## src/rtl/ser_flag_pkg.sv

```systemverilog
package ser_flag_pkg;

    localparam int unsigned REG_W     = 8;
    localparam logic [REG_W-1:0] INIT_VALUE = 8'h84;

    localparam int unsigned BIT_TXE   = 7;
    localparam int unsigned BIT_RXF   = 6;
    localparam int unsigned BIT_OVR   = 5;
    localparam int unsigned BIT_FRM   = 4;
    localparam int unsigned BIT_PAR   = 3;
    localparam int unsigned BIT_TEND  = 2;
    localparam int unsigned BIT_MPBR  = 1;
    localparam int unsigned BIT_MPBT  = 0;

    localparam int unsigned CLR_LO    = BIT_PAR;
    localparam int unsigned CLR_HI    = BIT_TXE;

    typedef enum logic {
        ARM_IDLE = 1'b0,
        ARM_HELD = 1'b1
    } arm_state_e;

endpackage

```

## src/rtl/ser_flag_cell.sv

```systemverilog
module ser_flag_cell
    import ser_flag_pkg::*;
#(
    parameter logic INIT_VAL = 1'b0
) (
    input  logic clk,
    input  logic rst_n,
    input  logic init_i,
    input  logic set_i,
    input  logic hw_clr_i,
    input  logic rd_i,
    input  logic wr_zero_i,
    output logic flag_o
);

    arm_state_e state_q, state_d;
    logic       flag_q, flag_d;
    logic       hw_drop;

    assign hw_drop = hw_clr_i && !set_i;

    always_ff @(posedge clk or negedge rst_n) begin
        if (!rst_n) begin
            state_q <= ARM_IDLE;
            flag_q  <= INIT_VAL;
        end else begin
            state_q <= state_d;
            flag_q  <= flag_d;
        end
    end

    // next state and next flag value
    always_comb begin
        state_d = state_q;
        flag_d  = flag_q;
        if (init_i) begin
            state_d = ARM_IDLE;
            flag_d  = INIT_VAL;
        end else begin
            unique case (state_q)
                ARM_IDLE: begin
                    if (rd_i && flag_q && !hw_drop)
                        state_d = ARM_HELD;
                end
                ARM_HELD: begin
                    if (wr_zero_i || hw_drop)
                        state_d = ARM_IDLE;
                end
                default: state_d = ARM_IDLE;
            endcase

            if (set_i)
                flag_d = 1'b1;
            else if (hw_clr_i)
                flag_d = 1'b0;
            else if (wr_zero_i && state_q == ARM_HELD)
                flag_d = 1'b0;
        end
    end

    always_comb begin
        flag_o = flag_q;
    end

endmodule

```

## src/rtl/ser_flag_track.sv

```systemverilog
module ser_flag_track #(
    parameter logic INIT_VAL = 1'b0
) (
    input  logic clk,
    input  logic rst_n,
    input  logic init_i,
    input  logic lvl_i,
    output logic bit_o
);

    always_ff @(posedge clk or negedge rst_n) begin
        if (!rst_n)
            bit_o <= INIT_VAL;
        else if (init_i)
            bit_o <= INIT_VAL;
        else
            bit_o <= lvl_i;
    end

endmodule

```

## src/rtl/ser_flag_reg.sv

```systemverilog
module ser_flag_reg
    import ser_flag_pkg::*;
(
    input  logic             clk,
    input  logic             rst_n,
    input  logic             lp_init,
    input  logic             cpu_rd,
    input  logic             cpu_wr,
    input  logic [REG_W-1:0] cpu_wdata,
    input  logic             ev_tdr_write,
    input  logic             ev_tdr_to_tsr,
    input  logic             ev_tx_disable,
    input  logic             ev_rx_done,
    input  logic             ev_overrun,
    input  logic             ev_frame_err,
    input  logic             ev_parity_err,
    input  logic             st_tx_end,
    input  logic             st_rx_mpb,
    output logic [REG_W-1:0] reg_q
);

    logic [CLR_HI:CLR_LO] set_v;
    logic [CLR_HI:CLR_LO] clr_v;
    logic [CLR_HI:CLR_LO] flag_v;
    logic                 tend_q;
    logic                 mpbr_q;
    logic                 mpbt_q;
    logic                 unused_wbits;

    assign unused_wbits = ^cpu_wdata[BIT_TEND:BIT_MPBR];

    always_comb begin
        set_v          = '0;
        clr_v          = '0;
        set_v[BIT_TXE] = ev_tdr_to_tsr || ev_tx_disable;
        clr_v[BIT_TXE] = ev_tdr_write;
        set_v[BIT_RXF] = ev_rx_done;
        set_v[BIT_OVR] = ev_overrun;
        set_v[BIT_FRM] = ev_frame_err;
        set_v[BIT_PAR] = ev_parity_err;
    end

    for (genvar b = CLR_LO; b <= CLR_HI; b++) begin : g_clr
        ser_flag_cell #(
            .INIT_VAL (INIT_VALUE[b])
        ) i_cell (
            .clk       (clk),
            .rst_n     (rst_n),
            .init_i    (lp_init),
            .set_i     (set_v[b]),
            .hw_clr_i  (clr_v[b]),
            .rd_i      (cpu_rd),
            .wr_zero_i (cpu_wr && !cpu_wdata[b]),
            .flag_o    (flag_v[b])
        );
    end

    ser_flag_track #(.INIT_VAL(INIT_VALUE[BIT_TEND])) i_tend (
        .clk    (clk),
        .rst_n  (rst_n),
        .init_i (lp_init),
        .lvl_i  (st_tx_end),
        .bit_o  (tend_q)
    );

    ser_flag_track #(.INIT_VAL(INIT_VALUE[BIT_MPBR])) i_mpbr (
        .clk    (clk),
        .rst_n  (rst_n),
        .init_i (lp_init),
        .lvl_i  (st_rx_mpb),
        .bit_o  (mpbr_q)
    );

    always_ff @(posedge clk or negedge rst_n) begin
        if (!rst_n)
            mpbt_q <= INIT_VALUE[BIT_MPBT];
        else if (lp_init)
            mpbt_q <= INIT_VALUE[BIT_MPBT];
        else if (cpu_wr)
            mpbt_q <= cpu_wdata[BIT_MPBT];
    end

    always_comb begin
        reg_q                  = '0;
        reg_q[CLR_HI:CLR_LO]   = flag_v;
        reg_q[BIT_TEND]        = tend_q;
        reg_q[BIT_MPBR]        = mpbr_q;
        reg_q[BIT_MPBT]        = mpbt_q;
    end

endmodule

```

## config.mk

```make
export PLATFORM = sky130hd
export DESIGN_NAME = ser_flag_reg
export DESIGN_NICKNAME = d
export VERILOG_FILES = /design/src/rtl/ser_flag_pkg.sv /design/src/rtl/ser_flag_cell.sv /design/src/rtl/ser_flag_track.sv /design/src/rtl/ser_flag_reg.sv
export SDC_FILE = /design/constraint.sdc
export NUM_CORES = 1
export LEC_CHECK = 0
export BUFFER_PORTS_ARGS = -buffer_cell sky130_fd_sc_hd__buf_4
export CORE_UTILIZATION = 47
export CTS_CLUSTER_SIZE = 24
export DETAILED_ROUTE_END_ITERATION = 8
export PLACE_DENSITY = 0.81
export SETUP_SLACK_MARGIN = 0.5
export SLEW_MARGIN = 20
export SYNTH_ARGS = -nofsm -noshare
export SYNTH_HDL_FRONTEND = slang
export SYNTH_SLANG_ARGS = --single-unit
```

## constraint.sdc

```tcl
create_clock -name clk -period 2.3 [get_ports clk]
set_clock_uncertainty 0.2 [all_clocks]
set_input_delay 0.115 -clock clk [delete_from_list [all_inputs] [get_ports clk]]
set_output_delay 0.115 -clock clk [all_outputs]
set_load 0.01 [all_outputs]
```

==> results.py, run 1 <==
metrics = {
    "outcome": {
        "status": "finished clean",
    },
    "grt": {
        "grt.met3_usage_pct": 5.202,
        "grt_pass1_vias": 628,
        "grtUsageMet2_pct": 55.83,
        "met1_usage_pct": 31.97,
        "gr-max-usage-layer": "met2",
        "antenna_found_initial": 0,
        "overflow": 0,
        "grt_pass1_wl_um": 2808,
        "gr-usage-all-layers_pct": 29.83,
        "grt_max_degree": 14,
    },
    "floorplanning": {
        "start_util_pct": 53.90,
        "fp.dieW_um": 38.88,
        "std_cell_rows": 12,
        "dieArea_sq_um": 1512,
        "io_pins": 30,
        "core_area_sq_um": 1186,
        "die_h_um": 38.88,
    },
    "cts": {
        "cts_tree": "yes",
        "clkLatencyLatePin_ns": 0.27,
        "cts_setup_buffers": 0,
        "clockBufferDepth": 2,
        "cts_max_level": 1,
        "root_buffer": "clkbuf_4",
        "cts_inserted_buffers": 3,
        "clock-sinks": 13,
        "clk_pin_slew_ns": 0.08,
    },
    "yosys": {
        "yosys_warnings": 0,
        "synth_nets": 82,
        "synth_top_area_share_pct": 43.05,
        "synth-edff-count": 0,
        "synth_area_leader_cell": "dfrtp_1",
        "yosys-top-cells-count": "11 x dfrtp_1, 9 x a21oi_1, 8 x buf_4, 8 x nand3b_1, 6 x nor2_1",
        "ys_ff_latch": 13,
        "async_reset_ff_share_pct": 100.0,
        "syn-cell-area_sq_um": 639.4,
        "yosysMostFrequentCell": "dfrtp_1",
        "seq_area_frac_synth_pct": 51.27,
        "postSynthAreaPerCell_sq_um": 10.66,
        "synthFlopType": "dfrtp_1",
        "ys_top_cells_by_area": "dfrtp_1 43%, buf_4 9.4%, nand3b_1 9.4%",
        "yosysUniqueCellTypes": 19,
        "synthCells": 60,
    },
    "setup_path": {
        "crit_type": "reg -> reg",
        "critical-path-max-stage-delay_ns": 0.58,
        "crit_fanout": 3,
        "crit_slowest_cell": "dlygate4sd3_1",
        "critPathLaunchType": "register",
        "timing.rr.start": "g_clr[7].i_cell.flag_o$_DFFE_PN1P_",
        "rr_endpoint": "g_clr[7].i_cell.state_q$_DFF_PN0_",
        "crit_arrival_ns": 1.76,
        "ff2ff_path_depth": 3,
        "setup.worst_path.end_class": "register",
        "crit_chain": "a21oi_1 > a2111oi_4 > dlygate4sd3_1",
        "r2r_slack_ns": 0.55,
        "required_ns": 2.31,
    },
    "detailed_routing": {
        "vias_per_cell": 5.140,
        "post_drt_wl_per_cell_um": 16.37,
        "drc": 0,
        "ant_nets": 0,
        "drt_iter0_drc": 15,
        "vias": 622,
        "drt_wl_total_um": 1981,
        "first_pass_iters": 3,
    },
    "place": {
        "place_ws_ns": 1.099,
        "place_congestion": 0.8173,
        "placement.io_buffers": 27,
        "dp_hpwl_um": 901.4,
        "dpl.cell_count": 91,
    },
    "timing": {
        "min_period_ns": 1.751,
        "hold_viol": 0,
        "slew_headroom_pct": 84.74,
        "setup_viol": 0,
        "max_freq_mhz": 571.0,
        "fin_crit_sh_pct": 76.15,
        "worst_pin_slew_ns": 0.2288,
        "finalSetupTns_ns": 0,
        "rsz0062_at_grt": "false",
        "slew_viol_final": 0,
        "worst_slack_ns": 0.5485,
    },
    "power_and_ir_drop": {
        "combPwrFrac_pct": 24.1,
        "powerDensity_nw_per_um2": 486.4,
        "leakagePower_uw": 0.0005125,
        "switching_power_uw": 135.7,
        "switching_share_pct": 25.93,
        "clkPwrFrac_pct": 27.3,
        "intPower_uw": 387.6,
        "sequentialPowerShare_pct": 48.6,
        "peakVddDrop_mv": 0.3838,
    },
    "cells_and_area": {
        "drive_gt1_share_pct": 35.51,
        "fill_cells": 47,
        "final_nets": 130,
        "instances_no_fill": 121,
        "num_antenna_cells": 0,
        "area_growth_pct": 68.30,
    },
    "min_path": {
        "hold_class": "in -> async",
    },
    "job": {
        "max_cap_viol_count": 0,
    },
}
==> registers in the layout (all words and copies together) (netlist names) <==
| name | count |
|---|---|
| i_mpbr.bit_o | 1 |
| g_clr.i_cell.state_q | 5 |
| i_tend.bit_o | 1 |
| g_clr.i_cell.flag_o | 5 |
| mpbt_q | 1 |
==> placed cells by master, fill, tap and decap left out, types with 2 or more instances in the layout <==
cell type      count
dfstp_2            2
dlygate4sd3_1     25
dfrtp_1           11
clkbuf_4           3
buf_4             27
nand3b_1           8
a21oi_1            8
nor2_1             6
o21ai_0            4
==> metrics by stage <==
stage / hold WS, ns / instance area, sq um / total power [uW] / utilization (%)
2_1_floorplan: -0.3806 / 639.4 / 300.6 / -
6_report: 0.05681 / 1076 / 523.3 / 90.72
5_1_grt: 0.04677 / 1076 / 548.3 / 90.72
4_1_cts: 0.02185 / 1070 / 513.0 / 90.19
3_5_place_dp: -0.2351 / 783.3 / 338.3 / 66.03
3_3_place_gp: -0.2352 / 783.3 / 335.6 / 66.03
==> per-layer routing <==
metal	part of all wire [%]	vias to the layer above
met2	53	21
met5	0	-
met1	42	305
li1	-	292
met4	1.8	0
met3	3.3	4
==> power groups by stage <==
stage                     sequential [uW]  combinational (uW)  clock, uW
after floorplan                       254                46.2          0
after global placement                256                80.0          0
after detailed placement              256                82.0          0
after CTS                             252                 119        142
after global routing                  255                 134        159
final                                 254                 126        143
==> cell families (layout without fill, tap and decap cells) <==
logic type / after synthesis / in the layout / share of synthesized area [%]
AND/OR/NAND/NOR: 20 / 20 / 19.38
buffers and inverters: 11 / 58 / 12.52
AO/OA/AOI/OAI: 15 / 15 / 15.26
multiplexers: 1 / 1 / 1.566
flip-flops: 13 / 13 / 51.27
==> worst max-delay path by stage <==
stage	end	startpoint	slack (ns)	cells after the start
after floorplan	g_clr[7].i_cell.state_q$_DFF_PN0_	g_clr[7].i_cell.flag_o$_DFFE_PN1P_	1.14	2
after global placement	g_clr[7].i_cell.state_q$_DFF_PN0_	g_clr[7].i_cell.flag_o$_DFFE_PN1P_	1.11	2
after global routing	g_clr[3].i_cell.flag_o$_DFFE_PN0P_	cpu_wdata[3]	0.52	6
final	g_clr[7].i_cell.state_q$_DFF_PN0_	g_clr[7].i_cell.flag_o$_DFFE_PN1P_	0.55	3
after detailed placement	g_clr[7].i_cell.state_q$_DFF_PN0_	g_clr[7].i_cell.flag_o$_DFFE_PN1P_	1.10	2
after CTS	g_clr[7].i_cell.state_q$_DFF_PN0_	g_clr[7].i_cell.flag_o$_DFFE_PN1P_	0.55	3
==> what timing repair did <==
item | 4_1_cts | 5_1_grt
endpoints found under the hold margin | 26 | 0
hold buffers | 26 | 0
resized for setup | 0 | 2
setup endpoints to repair | 0 | 2
==> cell type report <==
type | count | area [sq um] | area share [%]
well taps | 14 | 17.52 | 1.628
flip-flops and latches | 13 | 327.8 | 30.47
repair buffers | 53 | 465.4 | 43.26
inverters | 1 | 3.754 | 0.3488
clock buffers | 4 | 26.28 | 2.442
multi-input cells | 36 | 235.2 | 21.86
==> critical path, delay by kind of cell (launching register included) <==
kind                   cells  cell delay (ns)
AOI/OAI and AO/OA          2             0.36
buffers and inverters      1             0.58
DFF                        1             0.56
Note: power is estimated with default switching activity, not from simulation.
==> inputs of run 2 (changes only) <==
--- a/config.mk
+++ b/config.mk
@@ -6,10 +6,10 @@
 export NUM_CORES = 1
 export LEC_CHECK = 0
 export BUFFER_PORTS_ARGS = -buffer_cell sky130_fd_sc_hd__buf_4
-export CORE_UTILIZATION = 47
+export CORE_UTILIZATION = 44
 export CTS_CLUSTER_SIZE = 24
 export DETAILED_ROUTE_END_ITERATION = 8
-export PLACE_DENSITY = 0.81
+export PLACE_DENSITY = 0.76
 export SETUP_SLACK_MARGIN = 0.5
 export SLEW_MARGIN = 20
 export SYNTH_ARGS = -nofsm -noshare
==> constraint.sdc (replaced) <==
create_clock -name clk -period 1.8 [get_ports clk]
set_clock_uncertainty 0.2 [all_clocks]
set_input_delay 0.09 -clock clk [delete_from_list [all_inputs] [get_ports clk]]
set_output_delay 0.09 -clock clk [all_outputs]
set_load 0.01 [all_outputs]
==> results.py, run 2 (same netlist as run 1, synthesis figures left out) <==
metrics = {
    "setup_path": {
        "critPathCapture": "reg_q[7]",
        "crit_cells": 1,
        "crit_arrival_ns": 0.94,
        "crit_start": "g_clr[7].i_cell.flag_o$_DFFE_PN1P_",
        "timing.rr.start": "g_clr[7].i_cell.flag_o$_DFFE_PN1P_",
        "crit_family": "flip-flops",
        "required_ns": 1.51,
        "ff2ff_path_depth": 2,
        "rr_endpoint": "g_clr[7].i_cell.state_q$_DFF_PN0_",
        "critPathLaunchType": "register",
        "critical_path_buf_inv_count": 1,
        "critical-path-max-stage-delay_ns": 0.55,
        "r2r_slack_ns": 0.60,
        "crit_slowest_cell": "dfstp_2",
        "crit_fanout": 3,
        "setup.worst_path.end_class": "output pin",
        "crit_type": "reg -> out",
        "crit_chain": "buf_4",
    },
    "timing": {
        "finalSetupTns_ns": 0,
        "setup_viol": 0,
        "max_freq_mhz": 815.6,
        "rsz0062_at_grt": "false",
        "worst_slack_ns": 0.5740,
        "hold_viol": 0,
        "slew_headroom_pct": 84.54,
        "slew_viol_final": 0,
        "holdWs_ns": 0.3008,
        "min_period_ns": 1.226,
        "worst_pin_slew_ns": 0.2319,
        "fin_crit_sh_pct": 68.11,
    },
    "min_path": {
        "hold_class": "reg -> reg",
    },
    "cts": {
        "clockBufferDepth": 2,
        "clock-sinks": 13,
        "cts_tree": "yes",
        "cts_max_level": 1,
        "post_cts_resized": 0,
        "cts_hold_buf": 20,
        "clkLatencyLatePin_ns": 0.28,
        "root_buffer": "clkbuf_4",
        "cts_setup_buffers": 0,
        "clk_pin_slew_ns": 0.08,
        "cts_inserted_buffers": 3,
    },
    "power_and_ir_drop": {
        "peakVddDrop_mv": 0.3793,
        "powerDensity_nw_per_um2": 635.5,
        "combPwrFrac_pct": 21.5,
        "switching_share_pct": 24.86,
        "clkPwrFrac_pct": 28.3,
        "sequentialPowerShare_pct": 50.2,
        "intPower_uw": 482.7,
        "leakagePower_uw": 0.0004630,
        "switching_power_uw": 159.7,
    },
    "place": {
        "dpl.cell_count": 92,
        "place_congestion": 0.7931,
        "placement.io_buffers": 27,
        "place_ws_ns": 0.6036,
    },
    "floorplanning": {
        "die_h_um": 40.12,
        "core_area_sq_um": 1334,
        "fp.dieW_um": 40.12,
        "std_cell_rows": 13,
        "start_util_pct": 47.94,
        "io_pins": 30,
        "dieArea_sq_um": 1610,
    },
    "detailed_routing": {
        "drt_iter0_drc": 15,
        "vias": 573,
        "vias_per_cell": 4.940,
        "ant_nets": 0,
        "drc": 0,
        "drt_wl_total_um": 1407,
        "post_drt_wl_per_cell_um": 12.13,
        "first_pass_iters": 4,
    },
    "cells_and_area": {
        "instances_no_fill": 116,
        "area_growth_pct": 58.12,
        "num_antenna_cells": 0,
        "drive_gt1_share_pct": 36.63,
        "fill_cells": 94,
        "final_cell_mix": "27 x buf_4, 20 x dlygate4sd3_1, 11 x dfrtp_1",
        "layout_commonest_cell": "buf_4",
        "final_nets": 124,
    },
    "job": {
        "max_cap_viol_count": 0,
    },
    "grt": {
        "grt_pass1_vias": 519,
        "grt_pass1_wl_um": 2097,
        "overflow": 0,
        "grt_max_degree": 14,
        "antenna_found_initial": 0,
        "gr-usage-all-layers_pct": 21.10,
    },
    "outcome": {
        "status": "finished clean",
    },
}
[run 2: cell count changes in the layout (fill, tap and decap cells not counted)]
cell,previous run,this run
dlymetal6s4s_1,1,0
dlygate4sd3_1,25,20
a21oi_2,1,0
a21oi_1,8,9
[run 2: layer usage]
metal | wire (um) | global-route usage [%]
met5 | 0 | 0
met2 | 740 | 35.48
met4 | 31 | 18.10
met1 | 590 | 21.75
met3 | 45 | 5.000
[run 2: stage by stage]
step | util (%) | total power (uW) | cell area, sq um
2_1_floorplan | - | 384.1 | 639.4
3_3_place_gp | 58.82 | 429.4 | 784.5
3_5_place_dp | 58.82 | 432.6 | 784.5
4_1_cts | 75.80 | 646.9 | 1011
5_1_grt | 75.80 | 687.9 | 1011
6_report | 75.80 | 642.4 | 1011
[run 2: worst reg2reg max path, delay by kind of cell, from the launching register on]
family	cells	cell delay, ns
flops	1	0.55
compound gates	2	0.35
[run 2: how the worst min path moves through the flow]
stage	start	end	slack [ns]	cells after the start
after global routing	ev_tdr_write	g_clr[7].i_cell.state_q$_DFF_PN0_	0.33	3
after global placement	rst_n	g_clr[5].i_cell.flag_o$_DFFE_PN0P_	-0.26	1
after floorplan	rst_n	g_clr[3].i_cell.flag_o$_DFFE_PN0P_	-0.41	0
after detailed placement	rst_n	g_clr[5].i_cell.flag_o$_DFFE_PN0P_	-0.26	1
after CTS	g_clr[7].i_cell.flag_o$_DFFE_PN1P_	g_clr[7].i_cell.flag_o$_DFFE_PN1P_	0.30	2
final	g_clr[7].i_cell.flag_o$_DFFE_PN1P_	g_clr[7].i_cell.flag_o$_DFFE_PN1P_	0.30	2
[run 2: area by class of cell]
class,instances,area [sq um],area share (%)
repair buffers,47,402.9,39.85
multi-input cells,36,231.5,22.90
flip-flops and latches,13,327.8,32.43
well taps,15,18.77,1.856
inverters,1,3.754,0.3713
clock buffers,4,26.28,2.599
[run 2: power groups by stage]
stage | logic [uW] | registers, uW | clock network (uW)
after floorplan | 59.1 | 325 | 0
after global placement | 102 | 327 | 0
after detailed placement | 104 | 328 | 0
after CTS | 138 | 323 | 186
after global routing | 151 | 325 | 213
final | 138 | 323 | 182
